===== src/rtl/rtcs_pkg.sv =====
package rtcs_pkg;

    localparam int BUS_W   = 32;
    localparam int ADDR_W  = 8;
    localparam int N_IRQ   = 2;
    localparam int IRQ_SEC = 0;
    localparam int IRQ_ALM = 1;

    localparam int CTRL_BATT_BIT = 31;
    localparam int CTRL_OSC_BIT  = 24;

    // register offsets decoded by software
    localparam logic [ADDR_W-1:0] OFS_STAGE_WR = 8'h00;
    localparam logic [ADDR_W-1:0] OFS_STAGE_RD = 8'h04;
    localparam logic [ADDR_W-1:0] OFS_CAL_WR   = 8'h08;
    localparam logic [ADDR_W-1:0] OFS_CAL_RD   = 8'h0C;
    localparam logic [ADDR_W-1:0] OFS_NOW      = 8'h10;
    localparam logic [ADDR_W-1:0] OFS_TICK     = 8'h14;
    localparam logic [ADDR_W-1:0] OFS_ALARM    = 8'h18;
    localparam logic [ADDR_W-1:0] OFS_FLAGS    = 8'h20;
    localparam logic [ADDR_W-1:0] OFS_GATE     = 8'h24;
    localparam logic [ADDR_W-1:0] OFS_GATE_SET = 8'h28;
    localparam logic [ADDR_W-1:0] OFS_GATE_CLR = 8'h2C;
    localparam logic [ADDR_W-1:0] OFS_CTRL     = 8'h40;

    typedef struct packed {
        logic              sel;
        logic              we;
        logic [ADDR_W-1:0] addr;
        logic [BUS_W-1:0]  wdata;
    } bus_req_t;

    typedef struct packed {
        logic batt_en;
        logic osc_en;
    } ctrl_t;

    function automatic logic wr_hit(bus_req_t r, logic [ADDR_W-1:0] ofs);
        return r.sel && r.we && (r.addr == ofs);
    endfunction

    function automatic logic [BUS_W-1:0] ctrl_to_word(ctrl_t c);
        logic [BUS_W-1:0] w;
        w = '0;
        w[CTRL_BATT_BIT] = c.batt_en;
        w[CTRL_OSC_BIT]  = c.osc_en;
        return w;
    endfunction

endpackage


===== src/rtl/rtcs_timekeeper.sv =====
module rtcs_timekeeper #(
    parameter int TIME_W = 32
) (
    input  logic              clk,
    input  logic              rst,
    input  logic              sec_tick,
    input  logic              stage_wr,
    input  logic [TIME_W-1:0] stage_val,
    output logic [TIME_W-1:0] now_q,
    output logic [TIME_W-1:0] staged_q,
    output logic              pend_q,
    output logic [TIME_W-1:0] next_now
);

    always_comb begin
        next_now = pend_q ? staged_q : now_q + TIME_W'(1);
    end

    always_ff @(posedge clk) begin
        if (rst) begin
            now_q    <= '0;
            staged_q <= '0;
            pend_q   <= 1'b0;
        end else begin
            if (sec_tick) begin
                now_q <= next_now;
            end
            if (stage_wr) begin
                staged_q <= stage_val;
                pend_q   <= 1'b1;
            end else if (sec_tick) begin
                pend_q <= 1'b0;
            end
        end
    end

endmodule


===== src/rtl/rtcs_irq_ctrl.sv =====
module rtcs_irq_ctrl #(
    parameter int N = 2
) (
    input  logic         clk,
    input  logic         rst,
    input  logic [N-1:0] set_ev,
    input  logic         flag_wr,
    input  logic         gate_set_wr,
    input  logic         gate_clr_wr,
    input  logic [N-1:0] wbits,
    output logic [N-1:0] flag_q,
    output logic [N-1:0] gate_q,
    output logic [N-1:0] irq
);

    for (genvar i = 0; i < N; i++) begin : g_line
        always_ff @(posedge clk) begin
            if (rst) begin
                flag_q[i] <= 1'b0;
                gate_q[i] <= 1'b0;
            end else begin
                if (set_ev[i]) begin
                    flag_q[i] <= 1'b1;
                end else if (flag_wr && wbits[i]) begin
                    flag_q[i] <= 1'b0;
                end
                if (gate_set_wr && wbits[i]) begin
                    gate_q[i] <= 1'b1;
                end else if (gate_clr_wr && wbits[i]) begin
                    gate_q[i] <= 1'b0;
                end
            end
        end
        assign irq[i] = flag_q[i] & gate_q[i];
    end

endmodule


===== src/rtl/rtcs_cfg_regs.sv =====
module rtcs_cfg_regs
    import rtcs_pkg::*;
#(
    parameter int                 TIME_W    = 32,
    parameter int                 CALIB_W   = 21,
    parameter logic [CALIB_W-1:0] CALIB_RST = 21'h198233
) (
    input  logic              clk,
    input  logic              rst,
    input  logic              alarm_wr,
    input  logic              cal_wr,
    input  logic              ctrl_wr,
    input  logic [BUS_W-1:0]  wdata,
    output logic [TIME_W-1:0] alarm_q,
    output logic [CALIB_W-1:0] cal_q,
    output logic              cal_pulse_q,
    output ctrl_t             ctrl_q
);

    always_ff @(posedge clk) begin
        if (rst) begin
            alarm_q     <= '0;
            cal_q       <= CALIB_RST;
            cal_pulse_q <= 1'b0;
            ctrl_q      <= '0;
        end else begin
            cal_pulse_q <= cal_wr;
            if (alarm_wr) begin
                alarm_q <= wdata[TIME_W-1:0];
            end
            if (cal_wr) begin
                cal_q <= wdata[CALIB_W-1:0];
            end
            if (ctrl_wr) begin
                ctrl_q.batt_en <= wdata[CTRL_BATT_BIT];
                ctrl_q.osc_en  <= wdata[CTRL_OSC_BIT];
            end
        end
    end

endmodule


===== src/rtl/rtcs_core.sv =====
module rtcs_core
    import rtcs_pkg::*;
#(
    parameter int                 TIME_W    = 32,
    parameter int                 TICK_W    = 16,
    parameter int                 CALIB_W   = 21,
    parameter logic [CALIB_W-1:0] CALIB_RST = 21'h198233
) (
    input  logic               clk,
    input  logic               rst,
    input  logic               sec_tick_i,
    input  logic [TICK_W-1:0]  tick_cnt_i,
    input  logic               bus_sel_i,
    input  logic               bus_we_i,
    input  logic [7:0]         bus_addr_i,
    input  logic [31:0]        bus_wdata_i,
    output logic [31:0]        bus_rdata_o,
    output logic               irq_sec_o,
    output logic               irq_alarm_o,
    output logic [CALIB_W-1:0] calib_o,
    output logic               calib_wr_o,
    output logic               batt_en_o,
    output logic               osc_en_o
);

    bus_req_t req;
    assign req = '{sel: bus_sel_i, we: bus_we_i, addr: bus_addr_i, wdata: bus_wdata_i};

    logic stage_wr;
    logic alarm_wr;
    logic cal_wr;
    logic ctrl_wr;
    logic flag_wr;
    logic gate_set_wr;
    logic gate_clr_wr;

    assign stage_wr    = wr_hit(req, OFS_STAGE_WR);
    assign alarm_wr    = wr_hit(req, OFS_ALARM);
    assign cal_wr      = wr_hit(req, OFS_CAL_WR);
    assign ctrl_wr     = wr_hit(req, OFS_CTRL);
    assign flag_wr     = wr_hit(req, OFS_FLAGS);
    assign gate_set_wr = wr_hit(req, OFS_GATE_SET);
    assign gate_clr_wr = wr_hit(req, OFS_GATE_CLR);

    logic [TIME_W-1:0] now_q;
    logic [TIME_W-1:0] staged_q;
    logic [TIME_W-1:0] next_now;
    logic              pend_q;

    rtcs_timekeeper #(.TIME_W(TIME_W)) u_time (
        .clk       (clk),
        .rst       (rst),
        .sec_tick  (sec_tick_i),
        .stage_wr  (stage_wr),
        .stage_val (req.wdata[TIME_W-1:0]),
        .now_q     (now_q),
        .staged_q  (staged_q),
        .pend_q    (pend_q),
        .next_now  (next_now)
    );

    logic [TIME_W-1:0]  alarm_q;
    logic [CALIB_W-1:0] cal_q;
    logic               cal_pulse_q;
    ctrl_t              ctrl_q;

    rtcs_cfg_regs #(
        .TIME_W    (TIME_W),
        .CALIB_W   (CALIB_W),
        .CALIB_RST (CALIB_RST)
    ) u_cfg (
        .clk         (clk),
        .rst         (rst),
        .alarm_wr    (alarm_wr),
        .cal_wr      (cal_wr),
        .ctrl_wr     (ctrl_wr),
        .wdata       (req.wdata),
        .alarm_q     (alarm_q),
        .cal_q       (cal_q),
        .cal_pulse_q (cal_pulse_q),
        .ctrl_q      (ctrl_q)
    );

    logic [N_IRQ-1:0] set_ev;
    logic [N_IRQ-1:0] flag_q;
    logic [N_IRQ-1:0] gate_q;
    logic [N_IRQ-1:0] irq;

    always_comb begin
        set_ev          = '0;
        set_ev[IRQ_SEC] = sec_tick_i;
        set_ev[IRQ_ALM] = sec_tick_i && (next_now == alarm_q);
    end

    rtcs_irq_ctrl #(.N(N_IRQ)) u_irq (
        .clk         (clk),
        .rst         (rst),
        .set_ev      (set_ev),
        .flag_wr     (flag_wr),
        .gate_set_wr (gate_set_wr),
        .gate_clr_wr (gate_clr_wr),
        .wbits       (req.wdata[N_IRQ-1:0]),
        .flag_q      (flag_q),
        .gate_q      (gate_q),
        .irq         (irq)
    );

    always_comb begin
        case (req.addr)
            OFS_STAGE_RD: bus_rdata_o = BUS_W'(staged_q);
            OFS_CAL_RD:   bus_rdata_o = BUS_W'(cal_q);
            OFS_NOW:      bus_rdata_o = BUS_W'(now_q);
            OFS_TICK:     bus_rdata_o = BUS_W'(tick_cnt_i);
            OFS_ALARM:    bus_rdata_o = BUS_W'(alarm_q);
            OFS_FLAGS:    bus_rdata_o = BUS_W'(flag_q);
            OFS_GATE:     bus_rdata_o = BUS_W'(gate_q);
            OFS_CTRL:     bus_rdata_o = ctrl_to_word(ctrl_q);
            default:      bus_rdata_o = '0;
        endcase
    end

    assign irq_sec_o   = irq[IRQ_SEC];
    assign irq_alarm_o = irq[IRQ_ALM];
    assign calib_o     = cal_q;
    assign calib_wr_o  = cal_pulse_q;
    assign batt_en_o   = ctrl_q.batt_en;
    assign osc_en_o    = ctrl_q.osc_en;

endmodule


===== config.mk =====
export PLATFORM = sky130hd
export DESIGN_NAME = rtcs_core
export DESIGN_NICKNAME = d
export VERILOG_FILES = /design/src/rtl/rtcs_pkg.sv /design/src/rtl/rtcs_timekeeper.sv /design/src/rtl/rtcs_irq_ctrl.sv /design/src/rtl/rtcs_cfg_regs.sv /design/src/rtl/rtcs_core.sv
export SDC_FILE = /design/constraint.sdc
export NUM_CORES = 1
export LEC_CHECK = 0
export BUFFER_PORTS_ARGS = -buffer_cell sky130_fd_sc_hd__clkbuf_2
export CAP_MARGIN = 20
export CORE_MARGIN = 5
export CORE_UTILIZATION = 30
export CTS_BUF_LIST = sky130_fd_sc_hd__clkbuf_4 sky130_fd_sc_hd__clkbuf_8 sky130_fd_sc_hd__clkbuf_16
export CTS_CLUSTER_SIZE = 14
export DETAILED_ROUTE_END_ITERATION = 12
export GPL_ROUTABILITY_DRIVEN = 1
export GPL_TIMING_DRIVEN = 0
export PLACE_DENSITY_LB_ADDON = 0.2
export REMOVE_ABC_BUFFERS = 1
export SETUP_SLACK_MARGIN = 0.3
export SYNTH_ARGS = -nofsm -noshare
export SYNTH_HDL_FRONTEND = slang
export SYNTH_SLANG_ARGS = --single-unit

===== constraint.sdc =====
create_clock -name clk -period 2.5 [get_ports clk]
set_input_delay 0.375 -clock clk [delete_from_list [all_inputs] [get_ports clk]]
set_output_delay 0.375 -clock clk [all_outputs]
set_load 0.005 [all_outputs]

==> results of run 1 <==
[per-stage QoR]
step	power (mW)	TNS, ns	area, µm²	hold slack (ns)
floorplan	2.099	-78.62	7062	0.4378
global placement	2.233	-402.72	8058	0.4611
detailed placement	2.239	-23.48	8273	0.4634
CTS	4.861	-0.1190	9671	0.1725
global route	4.981	-0.2029	9960	0.1846
finish	4.818	-0.1397	9960	0.1846
[final timing paths]
path,from,to,slack (ns)
min reg2reg,u_cfg.cal_q[12],u_cfg.cal_q[12],0.47
min,bus_wdata_i[27],u_time.staged_q[27],0.18
max,u_time.now_q[14],u_irq.flag_q[1],-0.14
max reg2reg,u_time.now_q[14],u_irq.flag_q[1],-0.14
[metal layers]
layer  part of all wire  wire length [µm]  up-vias  GRT usage
li1                   -                 -     3873          -
met1               0.44             12790     3806     0.2682
met2               0.48             14000      274     0.3397
met3              0.059              1707       40    0.03721
met4              0.017               478        0    0.05016
met5                  0                 0        -          0
[report_power, final]
part	leakage (nW)	switching [mW]	internal (mW)
registers	1.03	0.0113	1.98
logic	2.55	0.136	0.0854
clock network	0.304	0.921	1.68
total	3.89	1.07	3.75
[timing repair]
item                       CTS  global route
setup endpoints to repair   86            39
setup buffers               42            15
pin swaps                   35            26
gates resized for setup    101            40
gates cloned                 2             0
[Yosys cell counts (2+ instances only)]
library cell    n
nor2b_1         3
xor2_1         16
and4_1          4
a21oi_1       105
buf_2           9
nor4_2          2
inv_1          23
or3_1           7
nand2b_1        3
o2111ai_1       2
a211o_1         3
or4_1           6
o31ai_1         9
o22ai_1         4
and3_1          4
nor4_4          2
clkbuf_1       70
nand3b_1       15
dfxtp_1       125
buf_1           7
a222oi_1       25
nand3_1        15
o21ai_0        32
nand4_1        18
mux2i_1         7
a21o_1          7
nor3_1         21
a2bb2oi_1       6
a31oi_1         4
o32a_1          2
and2_1          8
o41ai_1         4
a22oi_1        43
nand2_1       252
nor2_1         65
xnor2_1        43
nor4_1         11
o211ai_1        3
a211oi_1        2
a22o_1          4
nor3b_1         2
a2111oi_0       2
[critical path, delay by kind of cell (launching register included)]
family	cells	cell delay, ns
compound gates	4	0.80
buf+inv	1	0.17
flops	1	0.43
mux	1	0.08
simple gates	3	1.07
[placed cells by master (no fill, tap or decap), types with 17 or more instances in the layout]
cell type  count
o21ai_0       27
a222oi_1      25
inv_1         21
nand2_1      247
a22oi_1       43
clkbuf_2     113
dfxtp_1       94
xnor2_1       35
nor2_1        59
nand4_1       18
clkbuf_16     17
a21oi_1      105
buf_4         49
[cell families after synthesis]
group                      Yosys count  synth area share
adders and majority gates            1          0.001690
buffers and inverters              111           0.05799
xor gates and xnor gates            59           0.06982
muxes                                8           0.01099
and+or+nand+nor                    446            0.2808
DFF                                125            0.3381
AOI/OAI and AO/OA                  268            0.2406
[sequential cells by signal, indices dropped and copies added, names as in the netlist]
signal	cells
u_cfg.alarm_q	32
u_time.now_q	32
u_time.staged_q	32
u_cfg.cal_q	21
u_cfg.ctrl_q	2
u_irq.flag_q	2
u_irq.gate_q	2
u_cfg.cal_pulse_q	1
u_time.pend_q	1
[area by class of cell]
type | instances | share of cell area
flip-flops and latches | 125 | 0.2592
repair buffers | 189 | 0.1356
clock buffers | 24 | 0.04987
clock inverters | 7 | 0.01131
repair inverters | 1 | 0.0005025
well taps | 324 | 0.04070
inverters | 24 | 0.009925
multi-input cells | 783 | 0.4930
==> metrics, run 1 <==
status=finished with violations; failing checks=setup timing; hold buffer count at cts=0; Critical Path RT=2.84 ns; crit-path max cell delay=0.59 ns; setup violators final=1; Tot GR Track Use=0.2020; post-DP HPWL=18.99 mm; Pre-Repair DR Iteration Count=7; number of port buffers=118; synthesis-to-layout area growth=34.57%; number of synthesized flops with an enable pin=0; post-synth top area cell=dfxtp_1; Wirelength per Cell=19.61 µm; Max-cap violations=0; placeable core area=24320 µm²; Reg clk slew, reported paths=0.06 ns; top cell type's share of synthesized area=0.3381; final WL=28.97 mm; count of different cell masters after synthesis=65; Hold Fails Final Rpt=0; drt initial violations=680; # fillers=2588; Inserted Diodes=0; CTS tree=yes; PD cells=483.7 nW/µm²; sequential standard cell area=2581 µm²; CP max stage cell=or4_4; Worst VDD drop=0.0003552 V; fin util=0.4095; top_reg_cell synth=dfxtp_1; CP max FO=10; clk root buf=clkbuf_16; Slew HR=0.2541; Final Skew=0.005681 ns; pin slew with the least headroom to its limit=1.119 ns; Max Buffers Root-to-Sink=2; synthesized cell area=7401 µm²; Crit Path Class=flip-flop to flip-flop; crit-path cells=nand4_1 -> nor4_4 -> buf_4 -> mux2i_1 -> a211o_1 -> a211oi_2 -> o211ai_1 -> or4_4 -> o31ai_4; count of pins over their slew limit=0; die extent in x=167.1 µm; Die H=167.1 µm; multi-input logic area=4910 µm²; CP Launch Type=flip-flop; Initial Util=0.3043; vias in the first global route=7680; initial antenna violation count=0; grt total ovfl=0; non-filler cells, final=1477; Worst Reg2Reg Path Length in Cells=9; HP Class=primary input to flip-flop; routability cong.=0.8659; DRC viols=0; Setup WS pre-CTS=-1.771 ns; share of cells above drive strength 1=0.2836; CTS H-tree lvls=4; final worst path period share=1.056; die area=27910 µm²; unrepaired setup endpoints after global routing=yes; via count=7993; Data arrival, critical path=2.98 ns; DP Cell Count=1387; later-pin clock latency in the skew report=0.42 ns; Final min period=2.640 ns; Avg Cell Area, Syn=7.270 µm²; Num CTS Buffers=17; Max Clk Rate=378.8 MHz; Vias/cell=5.412; WHS Path Cells=3; register area share after synthesis=0.3381; Synth async-reset ratio=0; first-pass GRT wire length=44.97 mm; Leak=3.885 nW; top cells by area, synth=dfxtp_1, nand2_1, a21oi_1; largest net degree at the start of global routing=127; Crit. End Element=flip-flop; nets=1203; Yosys reg bits=125; Final WS setup=-0.1397 ns; Detail Route Antenna Nets=0; Mapped Cells=1018; io pins=119; row cnt=57; CTS Sinks=125; YS warnings=0
Power figures use the tool's default switching activity.
==> run 2: changes to the inputs <==
SKIP_LAST_GASP = 1   (was unset)
clock period = 2.7 ns   (was 2.5 ns; I/O delays follow)
==> run 2 against run 1 <==
  * The flow now finishes without violations
  * Non-clock buffer count is 9 lower
  * Via count shrank 1.2%
  * Routed wire length is 0.85% lower
  * First-iteration DRC count increased by 2.6%
  * Utilization decreased by 0.88 points
  * Sequential cell count did not move
  * Critical path type unchanged
  * Critical endpoint unchanged
==> metrics, run 2 (same netlist as run 1, synthesis figures left out) <==
first-pass GRT wire length=44.87 mm (-0.22%); Crit. End Element=flip-flop; Pre-Repair DR Iteration Count=6 (-1); largest net degree at the start of global routing=127 (unchanged); drt initial violations=698 (+2.6%); Slew HR=0.2432 (-0.01098); Wirelength per Cell=19.57 µm (-0.24%); post-DP HPWL=18.99 mm (unchanged); grt total ovfl=0 (unchanged); Vias/cell=5.379 (-0.60%); crit-path cells=nand4_1 -> nor4_4 -> buf_4 -> mux2i_1 -> a211o_1 -> a211oi_2 -> o211ai_1 -> or4_4 -> o31ai_4; setup violators final=0 (-1); fin util=0.4007 (-0.008797); DRC viols=0 (unchanged); final WL=28.72 mm (-0.85%); CP max stage cell=or4_4; Critical Path RT=3.04 ns (+0.20 ns); Setup WS pre-CTS=-1.601 ns (+0.1700 ns); crit-path max cell delay=0.59 ns (about the same); later-pin clock latency in the skew report=0.42 ns (about the same); unrepaired setup endpoints after global routing=yes; row cnt=57 (unchanged); Inserted Diodes=0 (unchanged); worst hold start=bus_wdata_i[23]; share of cells above drive strength 1=0.2701 (-0.01350); Crit Path Class=flip-flop to flip-flop; Crit path max-delay family=simple AND/OR/NAND/NOR gates; Tot GR Track Use=0.2017 (-0.0002580); initial antenna violation count=0 (unchanged); CP max FO=10 (unchanged); die extent in x=167.1 µm (unchanged); Hold Fails Final Rpt=0 (unchanged); vias in the first global route=7632 (-0.63%); Final min period=2.638 ns (-0.001922 ns); Worst R2R End=u_irq.flag_q[1]; Final WS setup=0.06223 ns (+0.2019 ns); Max-cap violations=0 (unchanged); largest registers=u_cfg.alarm_q (32), u_time.now_q (32), u_time.staged_q (32); Reg clk slew, reported paths=0.06 ns (about the same); CP Launch Type=flip-flop; number of port buffers=118 (unchanged); most common cell after layout, fill and taps aside=nand2_1; CTS tree=yes; Worst VDD drop=0.0003284 V (-7.5%); Detail Route Antenna Nets=0 (unchanged); nets=1194 (-0.75%); Max Clk Rate=379.1 MHz (about the same); Leak=3.781 nW (-2.7%); Data arrival, critical path=2.98 ns (about the same); Final Hold Slack=0.2144 ns (+0.02975 ns); HP Class=primary input to flip-flop; Initial Util=0.3043 (unchanged); synthesis-to-layout area growth=31.68%; Die H=167.1 µm (unchanged); pin slew with the least headroom to its limit=1.135 ns (+0.01648 ns); Final Skew=0.007465 ns (+0.001785 ns); die area=27910 µm² (unchanged); Max Buffers Root-to-Sink=2 (unchanged); Buf+Inv Stages, Crit Path=1 (unchanged); placeable core area=24320 µm² (unchanged); Reg2Reg Setup Slack=0.06 ns (+0.20 ns); worst reg2reg startpoint=u_time.now_q[14]; WHS Path Cells=3 (unchanged); CTS Sinks=125 (unchanged); count of pins over their slew limit=0 (unchanged); io pins=119 (unchanged); Num CTS Buffers=17 (unchanged); final worst path period share=0.9770 (-0.07892); worst hold endpoint=u_cfg.alarm_q[23]; PD cells=457.2 nW/µm² (-5.5%); status=complete, no violations; via count=7897 (-1.2%); clk root buf=clkbuf_16; Worst Reg2Reg Path Length in Cells=9 (unchanged); hold buffer count at cts=0 (unchanged); cell area after layout=9746 µm² (-2.1%); dpl cell area=8273 µm² (unchanged); routability cong.=0.8659 (unchanged); CTS H-tree lvls=4 (unchanged); commonest non-fill, non-tap cells in the layout=nand2_1, clkbuf_2, a21oi_1
-- run 2: final cells by class --
cell class	count	area [µm²]
Fill cell	2605	14570
Multi-Input combinational cell	783	4858
Sequential cell	125	2581
Timing Repair Buffer	180	1187
Clock buffer	24	496.7
Tap cell	324	405.4
Clock inverter	7	112.6
Inverter	24	98.84
Timing Repair inverter	1	5.005
-- run 2: tightest hold or removal path: cells and delay by family --
kind	cells	cell delay (ns)
compound gates	1	0.05
buf+inv	1	0.09
simple gates	1	0.05
-- run 2: layer usage --
layer	wire, µm	vias to the layer above	GRT usage
met2	13830	238	0.3367
met4	503	0	0.05514
li1	-	3844	-
met1	12960	3782	0.2683
met5	0	-	0
met3	1437	33	0.03650
-- run 2: timing repair --
item / CTS / global route
buffers inserted: 38 / 10
gates resized for setup: 93 / 22
gates cloned: 2 / 0
endpoints found under the setup margin: 78 / 18
pin swaps: 30 / 14
-- run 2: per-stage QoR --
stage               setup TNS (ns)  power (mW)  instances
detailed placement          -12.04       2.073       1387
finish                           0       4.456       1468
CTS                              0       4.497       1458
global placement           -375.97       2.068       1373
floorplan                   -59.39       1.944        931
global route                     0       4.602       1468
-- run 2: worst max-delay path by stage --
stage	start	to	slack, ns	cells after the start
after global routing	u_time.now_q[0]	u_irq.flag_q[1]	0.001	9
after global placement	bus_addr_i[7]	u_cfg.alarm_q[8]	-4.29	7
after floorplan	u_time.pend_q	u_irq.flag_q[1]	-1.55	8
final	u_time.now_q[14]	u_irq.flag_q[1]	0.06	9
after detailed placement	sec_tick_i	u_irq.flag_q[1]	-1.60	7
after CTS	u_time.now_q[1]	u_irq.flag_q[1]	0.08	10
-- run 2: power by group --
| group | switching, mW | internal (mW) |
|---|---|---|
| combinational | 0.122 | 0.0724 |
| sequential | 0.0104 | 1.84 |
| clock | 0.858 | 1.56 |
| total | 0.990 | 3.47 |
==> run 3: changes to the inputs <==
CORE_ASPECT_RATIO = 2   (was unset)
==> run 3 against run 2 <==
  * The run now ends with setup timing left
  * Setup slack worse by 0.15 ns
  * Register-to-register slack worse by 0.15 ns
  * Sequential cell count stayed put
  * Critical endpoint unchanged
  * Non-clock buffer count is 10 lower
  * Via count is 0.44% higher
  * Die area is 0.68% higher
  * Sequential share of layout area is 0.25 points higher
  * Sequential power hardly changed
  * Utilization is 0.64 points lower
  * Power is 1.0% higher
  * Count of clock-buffer cells in the layout is 2 lower
==> metrics, run 3 (same netlist as run 1, synthesis figures left out) <==
status=finished with violations; failing checks=setup timing; sequential share of power=0.411 (-0.004); post-DP HPWL=21.25 mm (+12%); die extent in x=121.1 µm (-28%); die area=28100 µm² (+0.68%); overall power=4.502 mW (+1.0%); # fillers=2585 (-0.77%); P_int=3.469 mW (about the same); most common cell after layout, fill and taps aside=nand2_1; Buf+Inv Stages, Crit Path=1 (unchanged); Data arrival, critical path=3.14 ns (+0.16 ns); Sw Ratio=0.2295 (+0.007181); Worst VDD drop=0.0003831 V (+17%); io pins=119 (unchanged); row cnt=81 (+42%); later-pin clock latency in the skew report=0.45 ns (+0.03 ns); placeable core area=24420 µm² (+0.43%); Final WS setup=-0.09259 ns (-0.1548 ns); Hold Fails Final Rpt=0 (unchanged); crit-path max cell delay=0.57 ns (-0.02 ns); largest net degree at the start of global routing=127 (unchanged); Reg clk slew, reported paths=0.06 ns (about the same); Wirelength per Cell=20.62 µm (+5.4%); nets=1183 (-0.92%); pin slew with the least headroom to its limit=0.9563 ns (-0.1790 ns); Leak=3.721 nW (-1.6%); count of pins over their slew limit=0 (unchanged); DRC viols=0 (unchanged); CTS tree=yes; first-pass GRT wire length=46.13 mm (+2.8%); final WL=30.23 mm (+5.2%); CP max FO=5 (-5); grt total ovfl=0 (unchanged); unrepaired setup endpoints after global routing=yes; clk root buf=clkbuf_16; hold buffer count at cts=0 (unchanged); Max Buffers Root-to-Sink=2 (unchanged); Initial Util=0.3030 (-0.001309); Max-cap violations=0 (unchanged); Crit. End Element=flip-flop; Tot GR Track Use=0.2158 (+0.01413); initial antenna violation count=0 (unchanged); PD cells=467.4 nW/µm² (+2.2%); clock share of power=0.545 (+0.003); final worst path period share=1.034 (+0.05734); Pre-Repair DR Iteration Count=8 (+2); Vias/cell=5.411 (+0.58%); commonest non-fill, non-tap cells in the layout=nand2_1, clkbuf_2, a21oi_1; Num CTS Buffers=17 (unchanged); vias in the first global route=7997 (+4.8%); setup violators final=1 (+1); drt initial violations=528 (-24%); Crit path max-delay family=simple AND/OR/NAND/NOR gates; crit-path cells=buf_4 -> nand4_4 -> nor4_4 -> xnor2_1 -> a2111oi_2 -> o32a_1 -> o211ai_1 -> or4_4 -> o31ai_4; Inserted Diodes=0 (unchanged); largest registers=u_cfg.alarm_q (32), u_time.now_q (32), u_time.staged_q (32); Crit Path Class=flip-flop to flip-flop; CTS H-tree lvls=4 (unchanged); Slew HR=0.3625 (+0.1193); Final min period=2.793 ns (+0.1548 ns); share of cells above drive strength 1=0.2496 (-0.02055); synthesis-to-layout area growth=30.14%; HP Class=primary input to flip-flop; Setup WS pre-CTS=-1.492 ns (+0.1098 ns); via count=7932 (+0.44%); number of port buffers=118 (unchanged); Final Skew=0.006780 ns (-0.0006854 ns); CP max stage cell=or4_4; Psw=1.033 mW (+4.3%); Comb pwr share=0.044 (about the same); Critical Path RT=3.05 ns (about the same); routability cong.=0.8946 (+3.3%); Max Clk Rate=358.1 MHz (-5.5%); CP Launch Type=flip-flop; Die H=232.1 µm (+39%); CTS Sinks=125 (unchanged); Detail Route Antenna Nets=0 (unchanged)
run 3: layout make-up:
cell class / count / area [µm²] / share of cell area
well taps: 332 / 415.4 / 0.04313
repair buffers: 170 / 1142 / 0.1186
inverters: 24 / 95.09 / 0.009873
flip-flops and latches: 125 / 2575 / 0.2673
clock inverters: 10 / 136.4 / 0.01416
clock buffers: 22 / 488.0 / 0.05066
multi-input cells: 782 / 4775 / 0.4957
repair inverters: 1 / 5.005 / 0.0005196
run 3: path summary, 6_finish.rpt:
path / start / to / cells past startpoint / slack, ns
hold reg to reg: u_time.staged_q[27] / u_time.staged_q[27] / 2 / 0.47
setup / recovery: u_time.now_q[0] / u_irq.flag_q[1] / 9 / -0.09
setup reg to reg: u_time.now_q[0] / u_irq.flag_q[1] / 9 / -0.09
hold / removal: bus_wdata_i[29] / u_time.staged_q[29] / 3 / 0.19
run 3: per-stage QoR:
step	utilization	setup TNS, ns	cell area [µm²]	hold WS (ns)	std cells
4_1_cts	0.3896	-0.003758	9515	0.1686	1456
6_report	0.3943	-0.09259	9632	0.1865	1466
3_5_place_dp	0.3398	-19.32	8299	0.4624	1394
2_1_floorplan	-	-59.39	7062	0.4378	931
5_1_grt	0.3943	-0.1486	9632	0.2025	1466
3_3_place_gp	0.3303	-395.67	8068	0.4585	1381
run 3: routing by layer:
layer	routed length (µm)	GRT usage	part of all wire	up-vias
li1	-	-	-	3827
met1	10450	0.2089	0.35	3824
met2	17380	0.4224	0.58	198
met3	998	0.03413	0.033	83
met4	1395	0.1174	0.046	0
met5	0	0	0	-
run 3: worst min-delay path, stage by stage:
cell	delay [ns]
clkbuf_2	0.09
nand2_1	0.05
a21oi_1	0.05
run 3: power groups by stage:
stage / Clock [mW] / Combinational (mW) / Sequential (mW)
after floorplan: 0 / 0.0451 / 1.90
after global placement: 0 / 0.167 / 1.90
after detailed placement: 0 / 0.173 / 1.90
after CTS: 2.49 / 0.190 / 1.85
after global routing: 2.56 / 0.218 / 1.85
final: 2.45 / 0.200 / 1.85
run 3: timing repair:
item | CTS | global route
setup endpoints to repair | 79 | 14
buffers inserted | 29 | 10
resized for setup | 86 | 7
pin swaps | 23 | 12
endpoints found under the hold margin | 0 | 0
gates cloned | 1 | 0
